`config.mk`:
```
export PLATFORM = sky130hd
export DESIGN_NAME = sdr_burst_seq
export DESIGN_NICKNAME = d
export VERILOG_FILES = /design/src/rtl/sdr_seq_pkg.sv /design/src/rtl/sdr_seq_dp.sv /design/src/rtl/sdr_seq_ctrl.sv /design/src/rtl/sdr_burst_seq.sv
export SDC_FILE = /design/constraint.sdc
export NUM_CORES = 1
export LEC_CHECK = 0
export BUFFER_PORTS_ARGS = -buffer_cell sky130_fd_sc_hd__clkbuf_2
export CAP_MARGIN = 20
export CORE_UTILIZATION = 30
export CTS_CLUSTER_SIZE = 25
export DETAILED_ROUTE_END_ITERATION = 10
export GPL_TIMING_DRIVEN = 1
export PLACE_DENSITY = 0.47
export SYNTH_ARGS = -nofsm -noshare
export SYNTH_HDL_FRONTEND = slang
export SYNTH_HIERARCHICAL = 1
export SYNTH_SLANG_ARGS = --single-unit
```
`constraint.sdc`:
```
create_clock -name clk -period 5.3 [get_ports clk]
set_input_delay 1.06 -clock clk [delete_from_list [all_inputs] [get_ports clk]]
set_output_delay 1.06 -clock clk [all_outputs]
set_load 0.1 [all_outputs]
```
`src/rtl/sdr_seq_pkg.sv`:
```
`timescale 1ns/1ps
package sdr_seq_pkg;
  localparam logic [2:0] LEN_PAGE = 3'b111;
  localparam logic [2:0] CL_THREE = 3'b011;
  localparam int RD_PIPE_D  = 3;  // deepest read latency
  localparam int RD_MSK_LAT = 2;  // read mask delay

  // strobes and mode fields from control to datapath
  typedef struct packed {
    logic       load;
    logic       step;
    logic       interleave;
    logic [2:0] lenCode;
  } seqCtl_t;
endpackage

```
`src/rtl/sdr_seq_dp.sv`:
```
`timescale 1ns/1ps
module sdr_seq_dp
  import sdr_seq_pkg::*;
#(
  parameter int COL_W = 10
) (
  input  logic             clk,
  input  logic             rstN,
  input  seqCtl_t          ctl,
  input  logic [COL_W-1:0] startCol,
  output logic [COL_W-1:0] colAddr,
  output logic             atLast
);
  logic [COL_W-1:0] startReg;
  logic [COL_W-1:0] beatCnt;
  logic [COL_W-1:0] lenMask;
  logic [COL_W-1:0] seqCol;
  logic [COL_W-1:0] ilvCol;
  logic [COL_W-1:0] pickCol;
  logic             fullPage;

  always_ff @(posedge clk) begin
    if (!rstN) begin
      startReg <= '0;
      beatCnt  <= '0;
    end else if (ctl.load) begin
      startReg <= startCol;
      beatCnt  <= '0;
    end else if (ctl.step) begin
      beatCnt  <= beatCnt + COL_W'(1);
    end
  end

  always_comb begin
    fullPage = (ctl.lenCode == LEN_PAGE);
    case (ctl.lenCode)
      3'b001:   lenMask = COL_W'(1);
      3'b010:   lenMask = COL_W'(3);
      3'b011:   lenMask = COL_W'(7);
      LEN_PAGE: lenMask = '1;
      default:  lenMask = '0;
    endcase
  end

  assign seqCol  = startReg + beatCnt;
  assign ilvCol  = startReg ^ beatCnt;
  assign pickCol = (ctl.interleave && !fullPage) ? ilvCol : seqCol;
  assign colAddr = (startReg & ~lenMask) | (pickCol & lenMask);
  assign atLast  = !fullPage && ((beatCnt & lenMask) == lenMask);
endmodule

```
`src/rtl/sdr_seq_ctrl.sv`:
```
`timescale 1ns/1ps
module sdr_seq_ctrl
  import sdr_seq_pkg::*;
(
  input  logic       clk,
  input  logic       rstN,
  input  logic       modeWr,
  input  logic [6:0] modeWord,
  input  logic       rdStart,
  input  logic       wrStart,
  input  logic       burstStop,
  input  logic       maskIn,
  input  logic       atLast,
  output seqCtl_t    ctl,
  output logic       colValid,
  output logic       rdValid,
  output logic       rdOutEn,
  output logic       wrEn,
  output logic       cmdReady
);
  logic [2:0] lenReg;
  logic       ilvReg;
  logic       clThree;
  logic       busy;
  logic       isWr;
  logic [1:0] holdCnt;
  logic       doMode, doRd, doWr, doStart, doStop;
  logic       readBeat;
  logic [RD_PIPE_D-1:0]  rdPipe;
  logic [RD_MSK_LAT-1:0] mskPipe;

  assign cmdReady = (holdCnt == 2'd0);
  assign doMode   = cmdReady && modeWr && !busy;
  assign doRd     = cmdReady && !doMode && rdStart;
  assign doWr     = cmdReady && !doMode && !rdStart && wrStart;
  assign doStart  = doRd || doWr;
  assign doStop   = cmdReady && !doMode && !doStart && burstStop;
  assign readBeat = busy && !isWr;

  always_ff @(posedge clk) begin
    if (!rstN) begin
      lenReg  <= 3'b000;
      ilvReg  <= 1'b0;
      clThree <= 1'b0;
      holdCnt <= 2'd0;
    end else if (doMode) begin
      lenReg  <= modeWord[2:0];
      ilvReg  <= modeWord[3];
      clThree <= (modeWord[6:4] == CL_THREE);
      holdCnt <= 2'd2;
    end else if (holdCnt != 2'd0) begin
      holdCnt <= holdCnt - 2'd1;
    end
  end

  always_ff @(posedge clk) begin
    if (!rstN) begin
      busy <= 1'b0;
      isWr <= 1'b0;
    end else if (doStart) begin
      busy <= 1'b1;
      isWr <= doWr;
    end else if (doStop || (busy && atLast)) begin
      busy <= 1'b0;
    end
  end

  // read-valid delay line, one stage per latency cycle
  generate
    for (genvar s = 0; s < RD_PIPE_D; s++) begin : g_rdStage
      always_ff @(posedge clk) begin
        if (!rstN) rdPipe[s] <= 1'b0;
        else if (s == 0) rdPipe[s] <= readBeat;
        else rdPipe[s] <= rdPipe[(s == 0) ? 0 : s-1];
      end
    end
    for (genvar m = 0; m < RD_MSK_LAT; m++) begin : g_mskStage
      always_ff @(posedge clk) begin
        if (!rstN) mskPipe[m] <= 1'b0;
        else if (m == 0) mskPipe[m] <= maskIn;
        else mskPipe[m] <= mskPipe[(m == 0) ? 0 : m-1];
      end
    end
  endgenerate

  assign ctl.load       = doStart;
  assign ctl.step       = busy;
  assign ctl.interleave = ilvReg;
  assign ctl.lenCode    = lenReg;

  assign colValid = busy;
  assign rdValid  = clThree ? rdPipe[2] : rdPipe[1];
  assign rdOutEn  = rdValid && !mskPipe[RD_MSK_LAT-1];
  assign wrEn     = busy && isWr && !maskIn;
endmodule

```
`src/rtl/sdr_burst_seq.sv`:
```
`timescale 1ns/1ps
module sdr_burst_seq
  import sdr_seq_pkg::*;
#(
  parameter int COL_W = 10
) (
  input  logic             clk,
  input  logic             rstN,
  input  logic             modeWr,
  input  logic [6:0]       modeWord,
  input  logic             rdStart,
  input  logic             wrStart,
  input  logic             burstStop,
  input  logic [COL_W-1:0] startCol,
  input  logic             maskIn,
  output logic [COL_W-1:0] colAddr,
  output logic             colValid,
  output logic             rdValid,
  output logic             rdOutEn,
  output logic             wrEn,
  output logic             cmdReady
);
  seqCtl_t ctl;
  logic    atLast;

  sdr_seq_ctrl u_ctrl (
    .clk(clk), .rstN(rstN), .modeWr(modeWr), .modeWord(modeWord),
    .rdStart(rdStart), .wrStart(wrStart), .burstStop(burstStop),
    .maskIn(maskIn), .atLast(atLast), .ctl(ctl), .colValid(colValid),
    .rdValid(rdValid), .rdOutEn(rdOutEn), .wrEn(wrEn), .cmdReady(cmdReady)
  );

  sdr_seq_dp #(.COL_W(COL_W)) u_dp (
    .clk(clk), .rstN(rstN), .ctl(ctl), .startCol(startCol),
    .colAddr(colAddr), .atLast(atLast)
  );
endmodule

```
==> flow_summary.ini, run 1 <==
[logic_synthesis]
synthCells = 205
synth_nets = 240
yosys_register_bits = 34
synth_edf_count = 0
async_flop_share_pct = 0
synth_warnings = 6
syn_area_sq_mm = 0.00190
synthFlopType = dfxtp_1
syn_area_per_cell_sq_um = 9.28
synth.yosys.seq_area_share_pct = 35.8
netlist-cell-type-count = 49

[layout]
layout_common_cells = clkbuf_2 (38), dfxtp_1 (34), nor2_1 (21), mux2i_1 (18), nand2_1 (14)
fill_cells = 645
antenna_cells = 0
nets = 278
area_growth_pct = 17.4
drive_above_1_share_pct = 21.7
register_area_sq_um = 681
final_common_cell = clkbuf_2
multi_input_area_sq_mm = 0.00116

[job]
drv_cap = 0

[sta]
rsz0062_at_grt = false
fin_tns_setup_ns = 0
hold_viol = 0
skew_ns = 0.00403
maxSlewViolCount = 0
slew_headroom_pct = 55.9
period_needed_ns = 3.81
setup_viol_count_final = 0
min_period_over_period_pct = 71.8
fmax_mhz = 263
worst_slack_ns = 1.49
tightest_slew_ns = 0.661

[global_route]
grt_pass1_vias = 1424
antenna_found_initial = 0
track_usage_pct = 13.2
grt_max_degree = 18
grt_pass1_wl_mm = 6.52
overflow = 0

[clock_tree]
cts_buffers = 5
clkSinkCount = 34
htree_levels = 2
cts_resized = 0
root_buffer = clkbuf_8
insertion_delay_ns = 0.29
clock_path_buffers = 2
post-cts-setup-buffer-count = 0
cts_tree = done
clk_pin_slew_worst_paths_ns = 0.07
cts_hold_repair.buffers = 0

[worst_setup_path]
crit_chain = ha_1 > fa_1 > a21o_1 > a21oi_2 > o21ai_1 > a31o_1 > xor2_1 > mux2_2 > clkbuf_2
slowest_delay_ns = 0.40
reg2reg_from = u_ctrl/colValid
cp_max_fo = 5
reg2reg_slack_ns = 3.27
cpMaxStageDelayCell = fa_1
cp-startpoint = u_dp/beatCnt[0]
worstPathRequired_ns = 4.24
endpoint = colAddr[8]
reg2reg_to = u_dp/beatCnt[2]
endpoint_kind = output port
path_class = reg -> out
crit_path_start_kind = flip-flop
reg2regPathDepth = 4
crit_arrival_ns = 2.75

[die]
dieHeight_um = 81.6
die_w_um = 81.6
die-area_sq_mm = 0.00666
start_util_pct = 31.6
num_rows = 28
core_area_sq_mm = 0.00603
ioPinCount = 39

[routing]
drc = 0
vias = 1508
dr.first_iter.drc_count = 42
wl_per_cell_um = 12.3
via_per_inst = 4.73
first_pass_iters = 4
antenna_left = 0
wl_mm = 3.93

[power_and_ir_drop]
vdd_ir_drop_max_uv = 94.0
pwr_density_cell_mw_per_mm2 = 279
leakage_nw = 0.986

[worst_hold_path]
hp-class = reg -> reg

[place]
place_congestion = 0.780
place.port_buffers = 38
dp_slack_ns = 1.81
dp_hpwl_mm = 3.01

[status]
outcome = completed
[worst min path at each step]
| stage | slack, ns | from | depth (start not counted) | to |
|---|---|---|---|---|
| after floorplan | 0.41 | u_ctrl/mskPipe[0] | 1 | u_ctrl/mskPipe[1] |
| after global placement | 0.42 | u_ctrl/rdPipe[0] | 1 | u_ctrl/rdPipe[1] |
| after detailed placement | 0.42 | u_ctrl/mskPipe[0] | 1 | u_ctrl/mskPipe[1] |
| after CTS | 0.44 | u_ctrl/mskPipe[0] | 1 | u_ctrl/mskPipe[1] |
| after global routing | 0.47 | u_ctrl/mskPipe[0] | 1 | u_ctrl/mskPipe[1] |
| final | 0.44 | u_ctrl/mskPipe[0] | 1 | u_ctrl/mskPipe[1] |
[flip-flops by register name, summed over array words and instances (netlist names)]
name,flops
u_dp/startReg,10
u_ctrl/clThree,1
u_ctrl/ilvReg,1
u_ctrl/holdCnt,2
u_ctrl/lenReg,3
u_ctrl/mskPipe,2
u_dp/beatCnt,10
u_ctrl/colValid,1
u_ctrl/rdPipe,3
u_ctrl/isWr,1
[metal layers]
layer	up-vias	wire length [um]	GRT usage [%]
li1	789	-	-
met1	690	2060	17.1
met2	23	1650	20.6
met3	6	145	3.44
met4	0	76	5.79
met5	-	0	0
[synthesized netlist by cell type (2+ instances only)]
cell type / number / area, sq um
nor2b_1: 12 / 75.1
ha_1: 10 / 125
mux2_2: 2 / 22.5
nor3b_1: 2 / 15.0
o21a_1: 3 / 22.5
o21ai_1: 9 / 45.0
a21oi_2: 2 / 17.5
nor2_1: 21 / 78.8
clkbuf_1: 3 / 11.3
dfxtp_1: 34 / 681
buf_4: 3 / 22.5
and2_1: 4 / 25.0
a21oi_1: 9 / 45.0
nand2b_1: 3 / 18.8
o21ai_0: 3 / 15.0
o21bai_1: 2 / 15.0
nand2_1: 14 / 52.6
xnor2_1: 5 / 43.8
mux2i_1: 18 / 180
a21o_1: 3 / 22.5
nand4_1: 3 / 18.8
xor2_1: 9 / 78.8
or3_1: 2 / 12.5
inv_1: 4 / 15.0
[where the power goes]
group,total [mW],internal [mW],leakage (nW),switching (mW)
clock,0.190,0.0926,0.0452,0.0970
sequential,0.283,0.269,0.278,0.0147
combinational,0.150,0.0438,0.664,0.106
[layout make-up]
cell class,instances,area share [%]
Sequential cell,34,30.5
Multi-Input combinational cell,159,52.1
Timing Repair Buffer,38,8.52
Tap cell,75,4.20
Clock buffer,6,3.25
Clock inverter,2,0.616
Inverter,5,0.840
[per-stage QoR]
stage | power, mW | instance area, sq um | hold slack [ns] | utilization [%] | std cells
floorplan | 0.411 | 1900 | 0.412 | - | 205
global placement | 0.440 | 2150 | 0.416 | 35.6 | 311
detailed placement | 0.440 | 2150 | 0.421 | 35.6 | 311
CTS | 0.632 | 2230 | 0.439 | 37.1 | 319
global route | 0.659 | 2230 | 0.468 | 37.1 | 319
finish | 0.623 | 2230 | 0.435 | 37.1 | 319
[critical path, delay by kind of cell (launching register included)]
family          cells  cell delay [ns]
mux                 1             0.25
xor+xnor            1             0.14
buf+inv             1             0.37
fa+ha+maj           2             0.65
compound gates      4             0.69
flops               1             0.36
[logic make-up after synthesis]
family,count (synthesis),synth area share (%)
compound gates,43,16.0
xor+xnor,14,6.45
fa+ha+maj,11,7.63
buf+inv,12,3.03
flops,34,35.8
mux,21,11.2
simple gates,70,19.9
Power figures use the tool's default switching activity.
==> run 2: changes to the inputs <==
Settings changed: ABC_AREA from default to 1.
Clock period 5.3 ns to 3.9 ns, I/O delays scaled along.
==> run 2 against run 1 <==
Synthesized cell count is 46% higher. Critical path type unchanged. Largest power group unchanged. First-iteration DRC count is 55% higher. Highest routed layer unchanged. Count of clock-buffer cells in the layout up 1.
==> flow_summary.ini, run 2 <==
[status]
outcome = completed

[sta]
rsz0062_at_grt = false
hold_viol = 0
fmax_mhz = 306
skew_ns = 0.00458
tightest_slew_ns = 0.549
period_needed_ns = 3.27
worst_hold_slack_ns = 0.425
min_period_over_period_pct = 83.8
slew_headroom_pct = 63.5
fin_tns_setup_ns = 0
setup_viol_count_final = 0
maxSlewViolCount = 0

[logic_synthesis]
synth_top_area_cell = dfxtp_1
yosysMostFrequentCell = nand2_1
synth.yosys.seq_area_share_pct = 34.5
syn_area_per_cell_sq_um = 6.59
synthTopCellsByCount = nand2_1 (61), nor2_1 (50), inv_1 (38), dfxtp_1 (34)
synth_nets = 334
ys_top_cells_by_area = dfxtp_1 (35%), nand2_1 (12%), nor2_1 (9.5%)
netlist.area_leader.share_pct = 34.5
synthCells = 299
netlist-cell-type-count = 26
synth_edf_count = 0
synthFlopType = dfxtp_1
syn_area_sq_mm = 0.00197
synth_warnings = 6
yosys_register_bits = 34
async_flop_share_pct = 0

[global_route]
use_met1_pct = 18.0
grtUsageMet3_pct = 3.38
grt_pass1_wl_mm = 7.86
grt_pass1_vias = 1749
grt-busiest-layer = met2
grt_max_degree = 22
track_usage_pct = 14.0
antenna_found_initial = 0
use_met2_pct = 23.0
overflow = 0

[worst_setup_path]
crit_chain = ha_1 > fa_1 > nand3_1 > nand3_1 > nand3_1 > nand2_1 > or2_2 > nand3_1 > nand2_1 > clkbuf_2
crit_buf_inv = 1
crit_arrival_ns = 2.49
path_class = reg -> out
worstPathRequired_ns = 3.12
reg2reg_slack_ns = 2.07
cpMaxStageDelayCell = fa_1
crit_family = simple AND/OR/NAND/NOR gates
cp_max_fo = 6
slowest_delay_ns = 0.41
cp_common_cell = nand3_1
crit_path_start_kind = flip-flop
endpoint_kind = output port

[layout]
area_growth_pct = 17.4
layout_common_cells = nand2_1 (61), nor2_1 (50), clkbuf_2 (38), inv_1 (38), dfxtp_1 (34)
nets = 372
layout_top_registers = u_dp/beatCnt x10, u_dp/startReg x10
register_area_sq_um = 681
final_common_cell = nand2_1
drive_above_1_share_pct = 17.5
fill_cells = 712
multi_input_area_sq_mm = 0.00110
antenna_cells = 0
postLayoutCoreUtil_pct = 36.5

[worst_hold_path]
hp-class = reg -> reg

[clock_tree]
htree_levels = 2
cts_resized = 0
clk_pin_slew_worst_paths_ns = 0.07
clock_path_buffers = 2
cts_hold_repair.buffers = 0
insertion_delay_ns = 0.28
clkSinkCount = 34
post-cts-setup-buffer-count = 0
cts_buffers = 5
cts_tree = done
root_buffer = clkbuf_8

[place]
dp_hpwl_mm = 3.58
place_congestion = 0.731
place.port_buffers = 38

[power_and_ir_drop]
vdd_ir_drop_max_uv = 189
leakage_nw = 1.15
finalPower_mw = 0.980
pwr_density_cell_mw_per_mm2 = 423

[routing]
via_per_inst = 4.57
vias = 1896
first_pass_iters = 4
antenna_left = 0
wl_per_cell_um = 10.9
wl_mm = 4.52
dr.first_iter.drc_count = 65
drc = 0

[die]
start_util_pct = 31.1
dieHeight_um = 83.1
die-area_sq_mm = 0.00690
die_w_um = 83.1
ioPinCount = 39
core_area_sq_mm = 0.00635
num_rows = 29

[job]
drv_cap = 0
[run 2: changes by cell type after synthesis, sizes merged, moves of 5 or more]
cell,previous run,this run
nor2,21,54
o21ai,12,23
nor2b,12,0
nor3,1,12
nand2,14,62
xor2,9,0
a21oi,11,22
inv,4,39
nand3,2,25
mux2i,18,0
xnor2,5,0
[run 2: stage by stage]
step / setup WS (ns) / cells / instance area (sq um)
2_1_floorplan: 0.0608 / 299 / 1980
3_3_place_gp: 0.979 / 407 / 2220
3_5_place_dp: 0.949 / 407 / 2220
4_1_cts: 0.623 / 415 / 2310
5_1_grt: 0.452 / 415 / 2310
6_report: 0.633 / 415 / 2310
[run 2: layer usage]
metal | routed length, um | share of wire (%)
met1 | 2220 | 49
met2 | 2090 | 46
met3 | 166 | 3.7
met4 | 38 | 0.84
met5 | 0 | 0
[run 2: layout make-up]
type | instances | share of cell area, %
inverter | 40 | 6.54
multi-input combinational | 218 | 47.7
clock inverter | 1 | 0.216
timing repair buffer | 38 | 8.22
tap | 77 | 4.16
clock buffer | 7 | 3.73
sequential | 34 | 29.4
[run 2: cells by family (layout without fill, tap and decap cells)]
| logic type | after synthesis | count (layout) | synth area share [%] |
|---|---|---|---|
| DFF | 34 | 34 | 34.5 |
| AOI/OAI and AO/OA | 49 | 49 | 12.9 |
| muxes | 1 | 1 | 0.571 |
| adders and majority gates | 11 | 11 | 7.36 |
| buffers and inverters | 47 | 86 | 9.71 |
| and+or+nand+nor | 157 | 157 | 34.9 |
[run 2: where the power goes]
part	leakage (nW)	total, mW	switching [mW]	internal (mW)
Sequential	0.279	0.402	0.0266	0.375
Combinational	0.822	0.309	0.241	0.0684
Clock	0.0482	0.269	0.126	0.142
[run 2: worst paths after layout]
kind                                        start           endpoint  cells past startpoint
worst max-delay path              u_dp/beatCnt[0]         colAddr[6]                     10
worst min register to register  u_ctrl/mskPipe[0]  u_ctrl/mskPipe[1]                      2
worst min-delay path            u_ctrl/mskPipe[0]  u_ctrl/mskPipe[1]                      2
worst max register to register    u_ctrl/colValid   u_dp/startReg[9]                      7
[run 2: worst reg2reg max path, delay by kind of cell, from the launching register on]
kind,cells,cell delay (ns)
AO/OA/AOI/OAI,2,0.27
buffers and inverters,3,0.66
AND/OR/NAND/NOR,2,0.25
flip-flops,1,0.53
